`src/rtl/evs_pkg.sv`:
```
package evs_pkg;
    localparam int CFG_W     = 64;
    localparam int SEL_W     = 4;
    localparam int EN_POS    = 2;
    localparam int DIR_POS   = 3;
    localparam int SEL_LSB   = 4;
    localparam int SCALE_POS = 17;

    typedef struct packed {
        logic             scale;
        logic [SEL_W-1:0] sel;
        logic             dir;
        logic             en;
    } evs_cfg_t;

    function automatic logic [CFG_W-1:0] cfg_to_word(input evs_cfg_t c);
        logic [CFG_W-1:0] w;
        w                        = '0;
        w[EN_POS]                = c.en;
        w[DIR_POS]               = c.dir;
        w[SEL_LSB +: SEL_W]      = c.sel;
        w[SCALE_POS]             = c.scale;
        return w;
    endfunction

    function automatic evs_cfg_t word_to_cfg(input logic [CFG_W-1:0] w);
        evs_cfg_t c;
        c.en    = w[EN_POS];
        c.dir   = w[DIR_POS];
        c.sel   = w[SEL_LSB +: SEL_W];
        c.scale = w[SCALE_POS];
        return c;
    endfunction

    localparam logic [CFG_W-1:0] CFG_MASK = cfg_to_word('{scale: 1'b1, sel: '1, dir: 1'b1, en: 1'b1});
endpackage

```
`src/rtl/evs_ctrl_reg.sv`:
```
module evs_ctrl_reg
    import evs_pkg::*;
(
    input  logic             clk,
    input  logic             rst,
    input  logic             we_i,
    input  logic [CFG_W-1:0] wdata_i,
    output evs_cfg_t         cfg_q_o,
    output evs_cfg_t         cfg_d_o,
    output logic [CFG_W-1:0] rdata_o
);
    typedef struct packed {
        evs_cfg_t cfg;
    } state_t;

    state_t s_d, s_q;
    logic   unused_wbits;

    always_comb begin
        s_d = s_q;
        if (we_i) begin
            s_d.cfg = word_to_cfg(wdata_i);
        end
    end

    always_ff @(posedge clk) begin
        if (rst) begin
            s_q <= '0;
        end else begin
            s_q <= s_d;
        end
    end

    assign cfg_q_o      = s_q.cfg;
    assign cfg_d_o      = s_d.cfg;
    assign rdata_o      = cfg_to_word(s_q.cfg);
    assign unused_wbits = ^(wdata_i & ~CFG_MASK);

    AST_RESET_CLEAR: assert property (@(posedge clk) disable iff (rst)
        $past(rst) |-> (rdata_o == '0));
    AST_WRITE_READBACK: assert property (@(posedge clk) disable iff (rst)
        we_i |=> (rdata_o == ($past(wdata_i) & CFG_MASK)));
endmodule

```
`src/rtl/evs_bit_pick.sv`:
```
module evs_bit_pick #(
    parameter int CNT_W = 64,
    parameter int SEL_W = 4,
    parameter int SHIFT = 8
) (
    input  logic [CNT_W-1:0] cnt_i,
    input  logic [SEL_W-1:0] sel_i,
    input  logic             scale_i,
    output logic             bit_o
);
    localparam int NSEL = 1 << SEL_W;
    localparam int TOP  = NSEL + SHIFT;

    logic [NSEL-1:0] cand;

    for (genvar i = 0; i < NSEL; i++) begin : g_cand
        assign cand[i] = scale_i ? cnt_i[i + SHIFT] : cnt_i[i];
    end

    assign bit_o = cand[sel_i];

    if (TOP < CNT_W) begin : g_hi
        logic unused_hi;
        assign unused_hi = ^cnt_i[CNT_W-1:TOP];
    end
endmodule

```
`src/rtl/evs_edge.sv`:
```
module evs_edge (
    input  logic clk,
    input  logic rst,
    input  logic cur_i,
    input  logic nxt_i,
    input  logic dir_i,
    input  logic en_i,
    input  logic mute_i,
    output logic evt_o
);
    typedef struct packed {
        logic prev;
        logic evt;
    } state_t;

    state_t s_d, s_q;
    logic   rise, fall;

    always_comb begin
        rise      = ~s_q.prev & cur_i;
        fall      = s_q.prev & ~cur_i;
        s_d.prev  = nxt_i;
        s_d.evt   = en_i & ~mute_i & (dir_i ? fall : rise);
    end

    always_ff @(posedge clk) begin
        if (rst) begin
            s_q <= '0;
        end else begin
            s_q <= s_d;
        end
    end

    assign evt_o = s_q.evt;

    AST_OFF_SILENT: assert property (@(posedge clk) disable iff (rst)
        !en_i |=> !evt_o);
    AST_HOST_SILENT: assert property (@(posedge clk) disable iff (rst)
        mute_i |=> !evt_o);
    AST_RISE_FIRES: assert property (@(posedge clk) disable iff (rst)
        (en_i && !mute_i && !dir_i && !s_q.prev && cur_i) |=> evt_o);
    AST_FALL_FIRES: assert property (@(posedge clk) disable iff (rst)
        (en_i && !mute_i && dir_i && s_q.prev && !cur_i) |=> evt_o);
    AST_NO_STILL_EVENT: assert property (@(posedge clk) disable iff (rst)
        (s_q.prev == cur_i) |=> !evt_o);
endmodule

```
`src/rtl/evstream_gen.sv`:
```
module evstream_gen
    import evs_pkg::*;
#(
    parameter int CNT_W = 64,
    parameter int SHIFT = 8
) (
    input  logic             clk,
    input  logic             rst,
    input  logic [CNT_W-1:0] cnt_i,
    input  logic             cfg_we_i,
    input  logic [CFG_W-1:0] cfg_wdata_i,
    output logic [CFG_W-1:0] cfg_rdata_o,
    input  logic             hv_host_i,
    input  logic             hv_route_i,
    output logic             evt_o
);
    evs_cfg_t cfg_q, cfg_d;
    logic     bit_cur, bit_nxt, mute;

    evs_ctrl_reg u_ctrl (
        .clk     (clk),
        .rst     (rst),
        .we_i    (cfg_we_i),
        .wdata_i (cfg_wdata_i),
        .cfg_q_o (cfg_q),
        .cfg_d_o (cfg_d),
        .rdata_o (cfg_rdata_o)
    );

    evs_bit_pick #(.CNT_W(CNT_W), .SEL_W(SEL_W), .SHIFT(SHIFT)) u_pick_cur (
        .cnt_i   (cnt_i),
        .sel_i   (cfg_q.sel),
        .scale_i (cfg_q.scale),
        .bit_o   (bit_cur)
    );

    evs_bit_pick #(.CNT_W(CNT_W), .SEL_W(SEL_W), .SHIFT(SHIFT)) u_pick_nxt (
        .cnt_i   (cnt_i),
        .sel_i   (cfg_d.sel),
        .scale_i (cfg_d.scale),
        .bit_o   (bit_nxt)
    );

    assign mute = hv_host_i & hv_route_i;

    evs_edge u_edge (
        .clk    (clk),
        .rst    (rst),
        .cur_i  (bit_cur),
        .nxt_i  (bit_nxt),
        .dir_i  (cfg_q.dir),
        .en_i   (cfg_q.en),
        .mute_i (mute),
        .evt_o  (evt_o)
    );
endmodule

```
`config.mk`:
```
export PLATFORM = sky130hd
export DESIGN_NAME = evstream_gen
export DESIGN_NICKNAME = d
export VERILOG_FILES = /design/src/rtl/evs_pkg.sv /design/src/rtl/evs_ctrl_reg.sv /design/src/rtl/evs_bit_pick.sv /design/src/rtl/evs_edge.sv /design/src/rtl/evstream_gen.sv
export SDC_FILE = /design/constraint.sdc
export NUM_CORES = 1
export LEC_CHECK = 0
export BUFFER_PORTS_ARGS = -buffer_cell sky130_fd_sc_hd__buf_2
export CAP_MARGIN = 20
export CORE_AREA = 2 2 76 78
export DETAILED_ROUTE_END_ITERATION = 10
export DIE_AREA = 0 0 78 80
export PLACE_DENSITY = 0.72
export SLEW_MARGIN = 10
export SYNTH_ARGS = -nofsm -noshare
export SYNTH_HDL_FRONTEND = slang
export SYNTH_SLANG_ARGS = --single-unit
```
`constraint.sdc`:
```
create_clock -name clk -period 2.65 [get_ports clk]
set_input_delay 0.265 -clock clk [delete_from_list [all_inputs] [get_ports clk]]
set_output_delay 0.265 -clock clk [all_outputs]
set_load 0.1 [all_outputs]
```
### Word-level counts from Yosys, hierarchy flattened

Cells that the tools add are included.

* flip-flop bits (word level): 9
* bits in latches: 0
* bits in writable memories: 0
* bits in read-only memories: 0
* input port bits: 133
* output and inout bits: 65
* logic and storage cells: 54
* memories: 0

* add/subtract/negate cells: 0
* multiply operators: 0
* div/mod/pow operators: 0
* order comparisons: 2
* equal/unequal tests: 0
* shift-type cells: 0
* muxes and demuxes: 38
* bitwise gates (word level): 8
* reductions and logical operators: 0

Operator list (number)
* $mux W1: 35
* $lt A4 B5 Y1 const B: 2
* $bmux W1 S4: 2
* $mux W7: 1
* $and A1 B1 Y1: 5
* $not A1 Y1: 3

### Depth between registers and ports, before layout

Gate-level depths: netlist (run 1).

* depth after elaboration: 7
* mapped depth: 9
* mapped depth without buffers: 6

### By module

From an unflattened synthesis (run 1), not the netlist that was laid out.

* cell total of the unflattened synthesis: 169
* area, all modules: 1435.1 µm²

Modules (own cells, without submodules)
* evs_ctrl_reg: instances 1, cells an instance 87, area an instance 784.5 µm², seq. area each 140.1 µm²
* evs_bit_pick: instances 2, cells an instance 37, area an instance 281.5 µm², seq. area each 0.0 µm²
* evs_edge: instances 1, cells an instance 7, area an instance 81.3 µm², seq. area each 40.0 µm²
* evstream_gen: instances 1, cells an instance 1, area an instance 6.3 µm², seq. area each 0.0 µm²

### Worst setup path after synthesis (run 1)

OpenSTA, ideal clock, no wires.

* path type: reg-to-reg
* start point: register u_ctrl.s_q (netlist bit u_ctrl.cfg_q_o[2])
* end point: register u_edge.s_q (netlist bit u_edge.evt_o)
* library setup time: 0.086 ns
* arrival time: 2.763 ns
* data required time: 2.564 ns
* setup slack: -0.200 ns
* cell stages (with the launch flop): 7
* path buffers: 1
* clock period less this slack: 2.850 ns
* cell sequence: dfxtp_1 > buf_2 > mux4_2 > mux4_2 > mux2i_1 > nand3_1 > a221oi_2

* longest elaborated chain between the ends: 6
* elaborated cells between the ends (all ways): 7

RTL lines
* start: declaration: line evs_ctrl_reg.sv:16 `state_t s_d, s_q;`
* start signal: assignment: line evs_ctrl_reg.sv:28 `s_q <= '0;`
* start signal: assignment: line evs_ctrl_reg.sv:30 `s_q <= s_d;`
* $bmux W1 S4 (*): line evs_bit_pick.sv:20 `assign bit_o = cand[sel_i];`
* $mux W1 (implied by the code) (*): line evs_bit_pick.sv:20
* $not A1 Y1: line evs_edge.sv:21 `fall = s_q.prev & ~cur_i;`
* $and A1 B1 Y1: line evs_edge.sv:21
* $mux W1 (*): line evs_edge.sv:23 `s_d.evt = en_i & ~mute_i & (dir_i ? fall : rise);`
* $and A1 B1 Y1 (*): line evs_edge.sv:23
* end signal: assignment: line evs_edge.sv:28 `s_q <= '0;`
* end signal: assignment: line evs_edge.sv:30 `s_q <= s_d;`
* end: declaration: line evs_edge.sv:16 `state_t s_d, s_q;`

Every way passes the cells marked *; elsewhere a longest branch is shown, timed or not. The select of a mux whose other input is x is not followed.
A chain may end at the register's enable or synchronous reset.

### Worst setup path in the final report (run 1)

Same ends and word-level chain as after synthesis.

==> results of run 1 <==
==> through the flow <==
| step | cells | hold WS [ns] | util | setup WS (ns) | instance area [um2] |
|---|---|---|---|---|---|
| floorplan | 238 | 0.3499 | - | 0.1705 | 1698 |
| global placement | 287 | 0.4502 | 0.2843 | 0.4799 | 1536 |
| detailed placement | 287 | 0.4525 | 0.2843 | 0.4694 | 1536 |
| CTS | 291 | 0.2057 | 0.2926 | 0.4607 | 1582 |
| global route | 291 | 0.2115 | 0.2926 | 0.3136 | 1582 |
| finish | 291 | 0.2131 | 0.2926 | 0.4733 | 1582 |
==> final cells by class <==
type	count	area [um2]	area share
Sequential cell	9	182.7	0.1155
Inverter	8	30.03	0.01899
Multi-Input combinational cell	153	1003	0.6345
Tap cell	72	90.09	0.05696
Timing Repair Buffer	45	230.2	0.1456
Clock buffer	4	45.04	0.02848
==> path summary, 6_finish.rpt <==
| path | endpoint | slack, ns | depth (start not counted) |
|---|---|---|---|
| worst min register to register | u_edge.evt_o | 0.47 | 2 |
| worst max register to register | u_edge.evt_o | 0.47 | 5 |
| worst min-delay path | u_edge.evt_o | 0.21 | 2 |
| worst max-delay path | u_edge.evt_o | 0.47 | 5 |
==> routing by layer <==
| metal | vias to the layer above | wire length (um) | GRT usage | part of all wire |
|---|---|---|---|---|
| met1 | 611 | 1451 | 0.1432 | 0.40 |
| met3 | 4 | 363 | 0.03846 | 0.10 |
| met2 | 84 | 1796 | 0.1845 | 0.49 |
| li1 | 612 | - | - | - |
| met5 | - | 0 | 0 | 0 |
| met4 | 0 | 23 | 0.01579 | 0.0063 |
==> cell usage after synthesis (3+ instances only) <==
library cell	n	share of area
dfxtp_1	9	0.12
nor2_1	13	0.033
clkbuf_1	5	0.013
o211ai_1	4	0.020
a21oi_1	3	0.010
nor3_1	4	0.013
nand2_1	4	0.010
nand2b_1	4	0.017
a31oi_1	4	0.017
inv_1	8	0.020
buf_4	60	0.30
o21ai_0	13	0.044
nor2b_1	3	0.013
mux2i_1	10	0.067
mux4_2	10	0.15
==> worst max-delay path, stage by stage (launching register included) <==
cell and delay (ns):
dfxtp_2 0.53, mux4_2 0.58, mux4_2 0.46, mux2i_1 0.19, nand3_1 0.13, a221oi_2 0.21
==> report_power, final <==
group / internal [W] / switching, W / leakage, nW
Clock: 0.000105 / 0.0000557 / 0.0228
Combinational: 0.0000924 / 0.000483 / 0.642
Sequential: 0.000145 / 0.0000169 / 0.0749
==> cells by family after synthesis <==
kind of cell | Yosys count | share of synthesized area
other | 1 | 0.002525
muxes | 21 | 0.2283
AOI/OAI and AO/OA | 40 | 0.1862
and+or+nand+nor | 35 | 0.1171
DFF | 9 | 0.1213
buffers and inverters | 76 | 0.3446
==> flip-flops by register name (all words and copies together) (netlist names) <==
| name | flops |
|---|---|
| u_ctrl.cfg_q_o | 7 |
| u_edge.evt_o | 1 |
| u_edge.s_q | 1 |
==> results.py, run 1 <==
metrics = {
    "yosys": {
        "ys_async_sr_fraction": 0,
        "ys.flop_type": "dfxtp_1",
        "ys_seq_area_frac": 0.1213,
        "yosys_warnings": 0,
        "synth_enable_flop_cells": 0,
        "post_synth_inst_count": 182,
        "synth_area_per_cell_um2": 8.160,
        "ys_ff_latch": 9,
        "yosysUniqueCellTypes": 37,
        "synth_area_um2": 1485,
    },
    "timing": {
        "tightest_slew_ns": 0.5962,
        "slew_headroom": 0.6026,
        "period_share": 0.8214,
        "setup_violations": 0,
        "rsz0062_at_grt": "false",
        "fin_worst_skew_ns": 0.001512,
        "period_minus_slack_ns": 2.177,
        "tns_ns": 0,
        "slew_violations": 0,
        "max_clock_freq_ghz": 0.4594,
        "finalHoldViolCount": 0,
    },
    "detailed_routing": {
        "drt-wirelength-per-cell_um": 12.49,
        "wirelength_mm": 3.636,
        "dr_total_vias": 1311,
        "antenna_left": 0,
        "vias_per_cell": 4.505,
        "drc": 0,
        "dr.pass1.iters": 4,
        "drt_iter0_drc": 71,
    },
    "setup_path": {
        "startpoint_type": "flop",
        "r2r-start": "u_ctrl.cfg_q_o[2]",
        "crit_type": "reg2reg",
        "worstPathArrival_ns": 2.32,
        "worstSetupStartpoint": "u_ctrl.cfg_q_o[2]",
        "critPathMaxFanout": 13,
        "crit_required_ns": 2.80,
        "critPathCaptureType": "flop",
    },
    "global_route": {
        "antenna_found_initial": 0,
        "grt_pass1_vias": 1127,
        "grt_overflow_total": 0,
        "grt_pass1_wl_mm": 5.485,
        "grt_start_max_net_pins": 34,
        "grt.total_usage": 0.1114,
    },
    "worst_hold_path": {
        "hp-start": "hv_route_i",
        "min_path_type": "in2reg",
    },
    "clock_network": {
        "cts_setup_buffers": 0,
        "clockBufferDepth": 2,
        "clk_pin_slew_ns": 0.05,
        "clock_sinks": 9,
        "cts-htree-levels": 1,
        "ctsRootBufferMaster": "clkbuf_8",
        "insertion_delay_ns": 0.23,
        "postCtsHoldBufs": 0,
        "cts_buffers": 3,
        "post_cts_resized": 0,
        "cts_tree": "done",
    },
    "die": {
        "row_count": 27,
        "die_y_um": 80,
        "fp.dieW_um": 78,
        "dieArea_um2": 6240,
        "num_io_pins": 198,
        "core-area_um2": 5405,
        "start_util": 0.2748,
    },
    "cells_and_area": {
        "n_fill_cell": 601,
        "drive_above_1_share": 0.2831,
        "layout_common_cells": "conb_1 (57), buf_2 (43), nor2_1 (13), o21ai_0 (13)",
        "area_growth_pct": 6.487,
        "antenna_cells": 0,
        "final_common_cell": "conb_1",
        "fin_nets": 353,
    },
    "pwr": {
        "vdd_drop_max_mv": 0.2133,
        "pwr_density_cell_nw_per_um2": 568.0,
        "power.total_w": 0.0008984,
        "p_leak_nw": 0.7398,
    },
    "run_status": {
        "status": "finished, final reports clean",
    },
    "placement": {
        "numPortBuffers": 43,
        "place_congestion": 0.8327,
        "hpwl_mm": 2.937,
    },
    "flow_run": {
        "maxCapViolCount": 0,
    },
}
No activity file was read; power rests on OpenSTA's default activity.
==> run 2: changes to the inputs <==
clock period = 2.3 ns   (was 2.65 ns; I/O delays follow)
==> run 2 against run 1 <==
  * Register-to-register slack lost 0.23 ns
  * Global-route usage is 0.46 points lower
  * Final area rose by 0.32%
  * Via count is 1.2% lower
  * Clock skew shrank 0.0010 ns
  * Worst hold slack worse by 0.033 ns
  * Sequential power increased by 15%
  * Wire length shrank 2.0%
  * Critical path type unchanged
  * Largest power group unchanged
==> results.py, run 2 (synthesized netlist as in run 1, its figures left out) <==
metrics = {
    "pwr": {
        "p_leak_nw": 0.7406,
        "pwr_density_cell_nw_per_um2": 649.7,
        "power.total_w": 0.001031,
        "vdd_drop_max_mv": 0.1959,
    },
    "setup_path": {
        "cpLargestDelayFamily": "multiplexers",
        "max_stage_delay_ns": 0.56,
        "path_cells": "mux4_2 -> mux4_2 -> mux2i_1 -> nand3_1 -> a221oi_2",
        "crit_required_ns": 2.44,
        "crit_buf_inv": 0,
        "cpMostUsedCell": "mux4_2",
        "worstSetupStartpoint": "u_ctrl.cfg_q_o[2]",
        "critPathCaptureType": "flop",
        "critPathMaxFanout": 13,
        "startpoint_type": "flop",
        "critPathSlowestCell": "mux4_2",
        "worstPathArrival_ns": 2.20,
        "crit_type": "reg2reg",
        "r2r-start": "u_ctrl.cfg_q_o[2]",
    },
    "timing": {
        "period_minus_slack_ns": 2.059,
        "slew_headroom": 0.4698,
        "whs_ns": 0.1799,
        "tightest_slew_ns": 0.7732,
        "max_clock_freq_ghz": 0.4856,
        "rsz0062_at_grt": "false",
        "finalHoldViolCount": 0,
        "setup_violations": 0,
        "period_share": 0.8953,
        "slew_violations": 0,
        "tns_ns": 0,
        "setup_ws_ns": 0.2408,
        "fin_worst_skew_ns": 0.0005025,
    },
    "global_route": {
        "grt_pass1_vias": 1112,
        "grt_pass1_wl_mm": 5.244,
        "grt_start_max_net_pins": 24,
        "antenna_found_initial": 0,
        "grt.total_usage": 0.1068,
        "grt_overflow_total": 0,
    },
    "placement": {
        "dp_worst_setup_slack_ns": 0.2413,
        "numPortBuffers": 43,
        "hpwl_mm": 2.936,
        "place_congestion": 0.8284,
    },
    "run_status": {
        "status": "finished, final reports clean",
    },
    "detailed_routing": {
        "drt_iter0_drc": 53,
        "antenna_left": 0,
        "dr_total_vias": 1295,
        "drc": 0,
        "drt-wirelength-per-cell_um": 12.24,
        "wirelength_mm": 3.563,
        "vias_per_cell": 4.450,
        "dr.pass1.iters": 4,
    },
    "clock_network": {
        "cts_setup_buffers": 0,
        "insertion_delay_ns": 0.23,
        "post_cts_resized": 0,
        "clock_sinks": 9,
        "clk_pin_slew_ns": 0.05,
        "ctsRootBufferMaster": "clkbuf_8",
        "cts_buffers": 3,
        "cts_tree": "done",
        "clockBufferDepth": 2,
        "postCtsHoldBufs": 0,
        "cts-htree-levels": 1,
    },
    "cells_and_area": {
        "final_common_cell": "conb_1",
        "fin_nets": 353,
        "multiInputGateArea_um2": 1003,
        "layout_common_cells": "conb_1 (57), buf_2 (43), nor2_1 (13), o21ai_0 (13)",
        "n_fill_cell": 616,
        "ff_latch_area_um2": 187.7,
        "largest_reg_flops": 7,
        "fin_util": 0.2935,
        "drive_above_1_share": 0.2831,
        "area_growth_pct": 6.824,
        "antenna_cells": 0,
    },
    "die": {
        "dieArea_um2": 6240,
        "start_util": 0.2748,
        "core-area_um2": 5405,
        "num_io_pins": 198,
        "fp.dieW_um": 78,
        "die_y_um": 80,
        "row_count": 27,
    },
    "flow_run": {
        "maxCapViolCount": 0,
    },
    "worst_hold_path": {
        "min_path_type": "in2reg",
        "hp-start": "hv_route_i",
    },
}
==> run 2: cell counts in the layout (fill, tap and decap cells not counted) <==
Identical to the previous run, type by type.
==> run 2: worst reg2reg max path: stages, from the launching register on <==
cell	delay [ns]
dfxtp_4	0.46
mux4_2	0.56
mux4_2	0.46
mux2i_1	0.17
nand3_1	0.12
a221oi_2	0.21
==> run 2: cell type report <==
class                      count  area share
inverter                       8     0.01893
tap                           72     0.05678
sequential                     9      0.1183
clock buffer                   4     0.02839
timing repair buffer          45      0.1451
multi-input combinational    153      0.6325
==> run 2: report_power, final <==
group	switching (W)	internal (W)
clock network	0.0000613	0.000121
logic	0.000556	0.000106
registers	0.0000202	0.000166
==> run 2: stage by stage <==
| step | cell area, um2 | std cells |
|---|---|---|
| finish | 1587 | 291 |
| global route | 1587 | 291 |
| CTS | 1587 | 291 |
| detailed placement | 1541 | 287 |
| global placement | 1541 | 287 |
| floorplan | 1703 | 238 |
==> run 2: worst paths after layout <==
path	to	slack (ns)	depth (start not counted)
max	u_edge.evt_o	0.24	5
min	u_edge.evt_o	0.18	2
min reg2reg	u_edge.evt_o	0.48	2
max reg2reg	u_edge.evt_o	0.24	5
==> run 2: layer usage <==
metal	GRT usage	part of all wire	wire, um
met5	0	0	0
met4	0.001754	0	0
met3	0.02941	0.080	285
met2	0.1948	0.51	1817
met1	0.1328	0.41	1460
